**src/rtl/flash_id_pkg.sv**
```systemverilog
package flash_id_pkg;

    localparam int BYTE_W = 8;
    localparam int ID_W   = 2 * BYTE_W;

    localparam logic [BYTE_W-1:0] CONT_CODE = 8'h7F;

    typedef enum logic [3:0] {
        S_IDLE,
        S_ENTER,
        S_ENTER_WAIT,
        S_RD_MFR,
        S_RD_DEV,
        S_RD_MFR_EXT,
        S_RD_DEV_EXT,
        S_LEAVE,
        S_LEAVE_WAIT,
        S_RR_MFR,
        S_RR_DEV,
        S_RR_MFR_EXT,
        S_RR_DEV_EXT,
        S_FINISH
    } fid_state_t;

    typedef enum logic {
        OP_ENTER = 1'b0,
        OP_LEAVE = 1'b1
    } fid_op_t;

endpackage

```
**src/rtl/flash_id_timer.sv**
```systemverilog
module flash_id_timer #(
    parameter int CNT_W = 8
) (
    input  logic             clk,
    input  logic             rst_n,
    input  logic             load,
    input  logic [CNT_W-1:0] value,
    output logic             zero
);

    logic [CNT_W-1:0] cnt;

    always_ff @(posedge clk) begin
        if (!rst_n) begin
            cnt <= '0;
        end else if (load) begin
            cnt <= value;
        end else if (cnt != '0) begin
            cnt <= cnt - 1'b1;
        end
    end

    assign zero = (cnt == '0);

endmodule

```
**src/rtl/flash_id_parity.sv**
```systemverilog
module flash_id_parity #(
    parameter int W = 8
) (
    input  logic [W-1:0] data,
    output logic         odd
);

    logic [W-1:0] fold;

    assign fold[0] = data[0];

    generate
        for (genvar i = 1; i < W; i++) begin : g_fold
            assign fold[i] = fold[i-1] ^ data[i];
        end
    endgenerate

    assign odd = fold[W-1];

endmodule

```
**src/rtl/flash_id_fsm.sv**
```systemverilog
module flash_id_fsm
    import flash_id_pkg::*;
#(
    parameter int ADDR_W = 9
) (
    input  logic              clk,
    input  logic              rst_n,
    input  logic              start,
    input  logic              cmd_ack,
    input  logic              rd_valid,
    input  logic              byte_cont,
    input  logic              mfr_cont,
    input  logic              dev_cont,
    input  logic              amfr_cont,
    input  logic              adev_cont,
    input  logic              tmr_zero,
    output fid_state_t        state,
    output logic              cmd_req,
    output logic              cmd_op,
    output logic              rd_req,
    output logic [ADDR_W-1:0] rd_addr,
    output logic              tmr_load,
    output logic              tmr_leave,
    output logic              finish
);

    localparam logic [ADDR_W-1:0] OFS_MFR   = ADDR_W'(0);
    localparam logic [ADDR_W-1:0] OFS_DEV   = ADDR_W'(1);
    localparam logic [ADDR_W-1:0] OFS_MFR_X = ADDR_W'(256);
    localparam logic [ADDR_W-1:0] OFS_DEV_X = ADDR_W'(257);

    fid_state_t nxt;

    always_ff @(posedge clk) begin
        if (!rst_n) begin
            state <= S_IDLE;
        end else begin
            state <= nxt;
        end
    end

    always_comb begin
        nxt = state;
        unique case (state)
            S_IDLE:       if (start) nxt = S_ENTER;
            S_ENTER:      if (cmd_ack) nxt = S_ENTER_WAIT;
            S_ENTER_WAIT: if (tmr_zero) nxt = S_RD_MFR;
            S_RD_MFR:     if (rd_valid) nxt = S_RD_DEV;
            S_RD_DEV: begin
                if (rd_valid) begin
                    if (mfr_cont)       nxt = S_RD_MFR_EXT;
                    else if (byte_cont) nxt = S_RD_DEV_EXT;
                    else                nxt = S_LEAVE;
                end
            end
            S_RD_MFR_EXT: begin
                if (rd_valid) nxt = dev_cont ? S_RD_DEV_EXT : S_LEAVE;
            end
            S_RD_DEV_EXT: if (rd_valid) nxt = S_LEAVE;
            S_LEAVE:      if (cmd_ack) nxt = S_LEAVE_WAIT;
            S_LEAVE_WAIT: if (tmr_zero) nxt = S_RR_MFR;
            S_RR_MFR:     if (rd_valid) nxt = S_RR_DEV;
            S_RR_DEV: begin
                if (rd_valid) begin
                    if (amfr_cont)      nxt = S_RR_MFR_EXT;
                    else if (byte_cont) nxt = S_RR_DEV_EXT;
                    else                nxt = S_FINISH;
                end
            end
            S_RR_MFR_EXT: begin
                if (rd_valid) nxt = adev_cont ? S_RR_DEV_EXT : S_FINISH;
            end
            S_RR_DEV_EXT: if (rd_valid) nxt = S_FINISH;
            S_FINISH:     nxt = S_IDLE;
            default:      nxt = S_IDLE;
        endcase
    end

    always_comb begin
        cmd_req   = 1'b0;
        cmd_op    = OP_ENTER;
        rd_req    = 1'b0;
        rd_addr   = OFS_MFR;
        tmr_load  = 1'b0;
        tmr_leave = 1'b0;
        finish    = 1'b0;
        unique case (state)
            S_ENTER: begin
                cmd_req  = 1'b1;
                cmd_op   = OP_ENTER;
                tmr_load = cmd_ack;
            end
            S_LEAVE: begin
                cmd_req   = 1'b1;
                cmd_op    = OP_LEAVE;
                tmr_load  = cmd_ack;
                tmr_leave = 1'b1;
            end
            S_RD_MFR, S_RR_MFR: begin
                rd_req  = 1'b1;
                rd_addr = OFS_MFR;
            end
            S_RD_DEV, S_RR_DEV: begin
                rd_req  = 1'b1;
                rd_addr = OFS_DEV;
            end
            S_RD_MFR_EXT, S_RR_MFR_EXT: begin
                rd_req  = 1'b1;
                rd_addr = OFS_MFR_X;
            end
            S_RD_DEV_EXT, S_RR_DEV_EXT: begin
                rd_req  = 1'b1;
                rd_addr = OFS_DEV_X;
            end
            S_FINISH: finish = 1'b1;
            default: ;
        endcase
    end

    // the sequencer never sees a command and a read at once
    p_req_excl_r11: assert property (@(posedge clk) disable iff (!rst_n)
        !(cmd_req && rd_req));

    // a read request holds its address until data arrives
    p_rd_hold_r11: assert property (@(posedge clk) disable iff (!rst_n)
        (rd_req && !rd_valid) |=> (rd_req && $stable(rd_addr)));

    // a command request holds its opcode until acknowledged
    p_cmd_hold_r11: assert property (@(posedge clk) disable iff (!rst_n)
        (cmd_req && !cmd_ack) |=> (cmd_req && $stable(cmd_op)));

    // the first read in identification mode waits for the timer
    p_enter_wait_r3: assert property (@(posedge clk) disable iff (!rst_n)
        (state == S_RD_MFR && $past(state) == S_ENTER_WAIT) |-> $past(tmr_zero));

    // the first re-read waits for the timer
    p_leave_wait_r6: assert property (@(posedge clk) disable iff (!rst_n)
        (state == S_RR_MFR && $past(state) == S_LEAVE_WAIT) |-> $past(tmr_zero));

endmodule

```
**src/rtl/flash_id_reader.sv**
```systemverilog
module flash_id_reader
    import flash_id_pkg::*;
#(
    parameter int ENTRY_CYC = 1250000,
    parameter int EXIT_CYC  = 5000,
    parameter int ADDR_W    = 9
) (
    input  logic              clk,
    input  logic              rst_n,
    input  logic              start,
    input  logic [15:0]       exp_mfr,
    input  logic [15:0]       exp_dev,
    output logic              cmd_req,
    output logic              cmd_op,
    input  logic              cmd_ack,
    output logic              rd_req,
    output logic [ADDR_W-1:0] rd_addr,
    input  logic              rd_valid,
    input  logic [7:0]        rd_data,
    output logic              busy,
    output logic              done,
    output logic [15:0]       mfr_id,
    output logic [15:0]       dev_id,
    output logic              id_match,
    output logic              parity_warn,
    output logic              mfr_is_array,
    output logic              dev_is_array
);

    localparam int MAX_CYC = (ENTRY_CYC > EXIT_CYC) ? ENTRY_CYC : EXIT_CYC;
    localparam int CNT_W   = $clog2(MAX_CYC + 1);
    localparam logic [ID_W-1:0] CONT_ONLY = {{BYTE_W{1'b0}}, CONT_CODE};

    fid_state_t       state;
    logic             tmr_load, tmr_leave, tmr_zero, finish;
    logic [CNT_W-1:0] tmr_value;
    logic [ID_W-1:0]  mfr_r, dev_r, amfr_r, adev_r;
    logic [ID_W-1:0]  exp_mfr_q, exp_dev_q;
    logic             low_odd;

    assign tmr_value = tmr_leave ? CNT_W'(EXIT_CYC - 1) : CNT_W'(ENTRY_CYC - 1);

    flash_id_fsm #(.ADDR_W(ADDR_W)) u_fsm (
        .clk       (clk),
        .rst_n     (rst_n),
        .start     (start),
        .cmd_ack   (cmd_ack),
        .rd_valid  (rd_valid),
        .byte_cont (rd_data == CONT_CODE),
        .mfr_cont  (mfr_r == CONT_ONLY),
        .dev_cont  (dev_r == CONT_ONLY),
        .amfr_cont (amfr_r == CONT_ONLY),
        .adev_cont (adev_r == CONT_ONLY),
        .tmr_zero  (tmr_zero),
        .state     (state),
        .cmd_req   (cmd_req),
        .cmd_op    (cmd_op),
        .rd_req    (rd_req),
        .rd_addr   (rd_addr),
        .tmr_load  (tmr_load),
        .tmr_leave (tmr_leave),
        .finish    (finish)
    );

    flash_id_timer #(.CNT_W(CNT_W)) u_timer (
        .clk   (clk),
        .rst_n (rst_n),
        .load  (tmr_load),
        .value (tmr_value),
        .zero  (tmr_zero)
    );

    flash_id_parity #(.W(BYTE_W)) u_parity (
        .data (mfr_r[BYTE_W-1:0]),
        .odd  (low_odd)
    );

    assign busy = (state != S_IDLE);

    // byte capture, one register pair per phase
    always_ff @(posedge clk) begin
        if (!rst_n) begin
            mfr_r  <= '0;
            dev_r  <= '0;
            amfr_r <= '0;
            adev_r <= '0;
        end else if (rd_valid) begin
            unique case (state)
                S_RD_MFR:     mfr_r  <= {{BYTE_W{1'b0}}, rd_data};
                S_RD_DEV:     dev_r  <= {{BYTE_W{1'b0}}, rd_data};
                S_RD_MFR_EXT: mfr_r  <= {mfr_r[BYTE_W-1:0], rd_data};
                S_RD_DEV_EXT: dev_r  <= {dev_r[BYTE_W-1:0], rd_data};
                S_RR_MFR:     amfr_r <= {{BYTE_W{1'b0}}, rd_data};
                S_RR_DEV:     adev_r <= {{BYTE_W{1'b0}}, rd_data};
                S_RR_MFR_EXT: amfr_r <= {amfr_r[BYTE_W-1:0], rd_data};
                S_RR_DEV_EXT: adev_r <= {adev_r[BYTE_W-1:0], rd_data};
                default: ;
            endcase
        end
    end

    always_ff @(posedge clk) begin
        if (!rst_n) begin
            exp_mfr_q <= '0;
            exp_dev_q <= '0;
        end else if (start && state == S_IDLE) begin
            exp_mfr_q <= exp_mfr;
            exp_dev_q <= exp_dev;
        end
    end

    always_ff @(posedge clk) begin
        if (!rst_n) begin
            done         <= 1'b0;
            mfr_id       <= '0;
            dev_id       <= '0;
            id_match     <= 1'b0;
            parity_warn  <= 1'b0;
            mfr_is_array <= 1'b0;
            dev_is_array <= 1'b0;
        end else begin
            done <= finish;
            if (finish) begin
                mfr_id       <= mfr_r;
                dev_id       <= dev_r;
                id_match     <= (mfr_r == exp_mfr_q) && (dev_r == exp_dev_q);
                parity_warn  <= ~low_odd;
                mfr_is_array <= (mfr_r == amfr_r);
                dev_is_array <= (dev_r == adev_r);
            end
        end
    end

    // done lasts one cycle
    p_done_pulse_r10: assert property (@(posedge clk) disable iff (!rst_n)
        done |=> !done);

    // results move only with done
    p_out_stable_r10: assert property (@(posedge clk) disable iff (!rst_n)
        !done |-> ($stable(mfr_id) && $stable(dev_id) && $stable(id_match) &&
                   $stable(parity_warn) && $stable(mfr_is_array) && $stable(dev_is_array)));

    // an extended ID carries either no prefix or one continuation code
    p_ext_form_r5: assert property (@(posedge clk) disable iff (!rst_n)
        done |-> (mfr_id[ID_W-1:BYTE_W] == '0 || mfr_id[ID_W-1:BYTE_W] == CONT_CODE));

    // a reported match implies equality with the captured expectation
    p_match_r9: assert property (@(posedge clk) disable iff (!rst_n)
        (done && id_match) |-> (mfr_id == exp_mfr_q && dev_id == exp_dev_q));

endmodule

```
**config.mk**
```make
export PLATFORM = sky130hd
export DESIGN_NAME = flash_id_reader
export DESIGN_NICKNAME = d
export VERILOG_FILES = /design/src/rtl/flash_id_pkg.sv /design/src/rtl/flash_id_timer.sv /design/src/rtl/flash_id_parity.sv /design/src/rtl/flash_id_fsm.sv /design/src/rtl/flash_id_reader.sv
export SDC_FILE = /design/constraint.sdc
export NUM_CORES = 1
export LEC_CHECK = 0
export ABC_CLOCK_PERIOD_IN_PS = 5450
export BUFFER_PORTS_ARGS = -buffer_cell sky130_fd_sc_hd__buf_2
export CORE_ASPECT_RATIO = 2
export CORE_UTILIZATION = 36
export CTS_CLUSTER_DIAMETER = 120
export CTS_CLUSTER_SIZE = 16
export DETAILED_ROUTE_END_ITERATION = 10
export SYNTH_ARGS = -nofsm -noshare
export SYNTH_HDL_FRONTEND = slang
export SYNTH_SLANG_ARGS = --single-unit
export TNS_END_PERCENT = 30
```
**constraint.sdc**
```tcl
create_clock -name clk -period 5.45 [get_ports clk]
set_clock_uncertainty 0.2 [all_clocks]
set_input_delay 1.3625 -clock clk [delete_from_list [all_inputs] [get_ports clk]]
set_output_delay 1.3625 -clock clk [all_outputs]
set_load 0.005 [all_outputs]
```
==> impl_metrics.env <==
export IMPL_outcome="complete, no violations"
export IMPL_synth_flop_cell="dfxtp_1"
export IMPL_cts_resized=0
export IMPL_synth_top_cell_by_area="dfxtp_1"
export IMPL_synth_edf_count=0
export IMPL_powerDensity_mw_per_mm2=438
export IMPL_vias=6207
export IMPL_p_seq_share_pct=39.4
export IMPL_clock_sinks=158
export IMPL_synth_seq_cells=158
export IMPL_fp_coreArea_mm2=0.0193
export IMPL_ir_drop_v=0.000179
export IMPL_post_cts_setup_buffer_count=0
export IMPL_fillers=2055
export IMPL_cap_violations=0
export IMPL_viasPerCell=5.13
export IMPL_rrSetupSlack_ns=2.73
export IMPL_yosysMostFrequentCell="nand2_1"
export IMPL_worst_setup_path_start_kind="flop"
export IMPL_post_dp_cell_area_mm2=0.00759
export IMPL_avgSynthCellArea_um2=7.92
export IMPL_grt_pass1_wl_um=31700
export IMPL_ctsHoldBuffers=0
export IMPL_syn_area_mm2=0.00704
export IMPL_finalHoldViolCount=0
export IMPL_p_comb_share_pct=25.2
export IMPL_dieHeight_um=200
export IMPL_die_x_um=101
export IMPL_dp_slack_ns=2.34
export IMPL_worst_hold_slack_ns=0.252
export IMPL_cp_end_kind="primary output"
export IMPL_die_area_mm2=0.0202
export IMPL_synth_cell_types=52
export IMPL_regToRegStartpoint="u_timer.cnt[2]"
export IMPL_totalPowerFinal_mw=3.60
export IMPL_crit_path_end="rd_addr[8]"
export IMPL_start_util_pct=36.5
export IMPL_htree_levels=4
export IMPL_p_clk_share_pct=35.5
export IMPL_insertedDiodeCount=0
export IMPL_antenna_found_initial=0
export IMPL_relSlewSlack_pct=21.7
export IMPL_clock_latency_ns=0.43
export IMPL_async_flop_share_pct=0
export IMPL_synth_cells=889
export IMPL_dr_pass1_iters=6
export IMPL_period_minus_slack_ns=3.57
export IMPL_critPathMaxFanout=18
export IMPL_placementRows=72
export IMPL_timing_fmax_mhz=280
export IMPL_fin_tns_setup_ns=0
export IMPL_post_drt_wl_per_cell_um=17.1
export IMPL_route_detailed_drc=0
export IMPL_area_delta_synth_final_pct=16.8
export IMPL_sw_frac_of_total_pct=32.2
export IMPL_wirelength_um=20700
export IMPL_setup_violations=0
export IMPL_p_leak_nw=2.99
export IMPL_p_int_mw=2.44
export IMPL_worstHoldStart="dev_id[8]"
export IMPL_synthTopCellsByArea="dfxtp_1 (45%), nand2_1 (12%), a21oi_1 (9.5%), xnor2_1 (8.3%), clkbuf_1 (3.1%)"
export IMPL_ys_seq_area_share_pct=44.9
export IMPL_ys_top_cells_by_count="nand2_1 (234), dfxtp_1 (158), a21oi_1 (133), xnor2_1 (67), clkbuf_1 (59)"
export IMPL_gp_congestion=0.846
export IMPL_timing_rr_end="u_fsm.state[1]"
export IMPL_grt_max_degree=90
export IMPL_grt_overflow=0
export IMPL_switching_power_mw=1.16
export IMPL_startpoint="u_fsm.state[3]"
export IMPL_worstPathArrival_ns=2.01
export IMPL_setup_slack_ns=1.88
export IMPL_drive_gt1_share_pct=13.9
export IMPL_period_share_pct=65.5
export IMPL_drtIter0Drc=474
export IMPL_clkTransAtPathRegs_ns=0.07
export IMPL_ff2ff_path_depth=6
export IMPL_tritoncts="built"
export IMPL_critical_path_required_ns=3.89
export IMPL_grt_use_total_pct=21.0
export IMPL_slew_viol_final=0
export IMPL_nNetsFinal=987
export IMPL_cts_made_buffers=17
export IMPL_synth_top_cell_area_share_pct=44.9
export IMPL_rsz0062_at_grt="no"
export IMPL_clock_path_buffers=2
export IMPL_worst_slew_pin_slew_ns=1.17
export IMPL_yosys_warnings=0
export IMPL_drtAntennaViolNets=0
export IMPL_io_pins=95
export IMPL_port_buffers=87
export IMPL_critPathKind="flop to primary output"
export IMPL_cts_root_buf="clkbuf_16"
export IMPL_place_hpwl_um=14700
export IMPL_stdcell_area_mm2=0.00823
export IMPL_hold_class="flop to flop"
export IMPL_grt_pass1_vias=5891
==> stage by stage <==
stage | std cells | utilization (%)
5_1_grt | 1211 | 42.7
3_5_place_dp | 1179 | 39.4
4_1_cts | 1211 | 42.7
3_3_place_gp | 1179 | 39.4
2_1_floorplan | 895 | -
6_report | 1211 | 42.7
==> registers in the layout (all words and copies together) (netlist names) <==
| signal | cells |
|---|---|
| id_match | 1 |
| dev_is_array | 1 |
| mfr_r | 16 |
| exp_dev_q | 16 |
| dev_r | 16 |
| mfr_is_array | 1 |
| parity_warn | 1 |
| amfr_r | 16 |
| mfr_id | 16 |
| adev_r | 16 |
| u_fsm.state | 4 |
| done | 1 |
| exp_mfr_q | 16 |
| dev_id | 16 |
| u_timer.cnt | 21 |
==> area by class of cell <==
class | instances | area [µm²] | share of cell area (%)
Tap cell | 259 | 324 | 3.94
Clock inverter | 10 | 160 | 1.95
Inverter | 5 | 21.3 | 0.259
Clock buffer | 22 | 474 | 5.76
Sequential cell | 158 | 3160 | 38.4
Multi-Input combinational cell | 663 | 3600 | 43.7
Timing Repair Buffer | 94 | 488 | 5.93
==> power by group through the flow <==
stage	Combinational [mW]	Clock, mW	Sequential (mW)
finish	0.906	1.28	1.42
global route	1.00	1.35	1.43
CTS	0.914	1.30	1.42
detailed placement	0.909	0	1.44
global placement	0.904	0	1.44
floorplan	0.738	0	1.39
==> cells by family after synthesis <==
family | Yosys count | synth area share (%)
and+or+nand+nor | 391 | 25.3
AOI/OAI and AO/OA | 169 | 13.2
DFF | 158 | 44.9
xor gates and xnor gates | 91 | 11.3
buffers and inverters | 74 | 4.35
adders and majority gates | 3 | 0.533
muxes | 2 | 0.284
other | 1 | 0.0533
==> worst max-delay path, cell delays in order, from the launching register on <==
cell     delay (ns)
dfxtp_1        0.70
nand2_1        0.24
nor2_1         0.24
a21oi_1        0.06
mux2i_1        0.19
buf_2          0.14
==> how the worst min path moves through the flow <==
| stage | end | slack, ns | cells after the start |
|---|---|---|---|
| 2_1_floorplan | exp_dev_q[10] | 0.25 | 2 |
| 3_3_place_gp | dev_id[14] | 0.24 | 2 |
| 4_1_cts | dev_id[3] | 0.26 | 2 |
| 6_report | dev_id[8] | 0.25 | 2 |
| 3_5_place_dp | dev_id[3] | 0.25 | 2 |
| 5_1_grt | dev_id[3] | 0.27 | 2 |
==> layout by cell type (no fill, tap or decap), drive strengths merged, types with 2 or more instances in the layout <==
cell type  instances
a21oi            133
a22oi             16
and3               3
and4b              2
buf               94
bufinv             4
clkbuf            22
clkinv             5
conb               7
dfxtp            158
ha                 3
inv                5
mux2i              2
nand2            234
nand2b             2
nand3             27
nand4             23
nand4b             8
nor2              51
nor2b              4
nor3               8
nor3b              2
nor4              18
o21ai              6
or3                2
or4                2
xnor2             67
xor2              24
==> layer usage <==
metal | vias up | track usage (%) | routed length [µm]
met2 | 165 | 37.9 | 11000
met1 | 2916 | 23.1 | 8030
li1 | 3071 | - | -
met5 | - | 0 | 0
met4 | 0 | 11.4 | 865
met3 | 55 | 3.62 | 787
No activity file was read; power rests on OpenSTA's default activity.
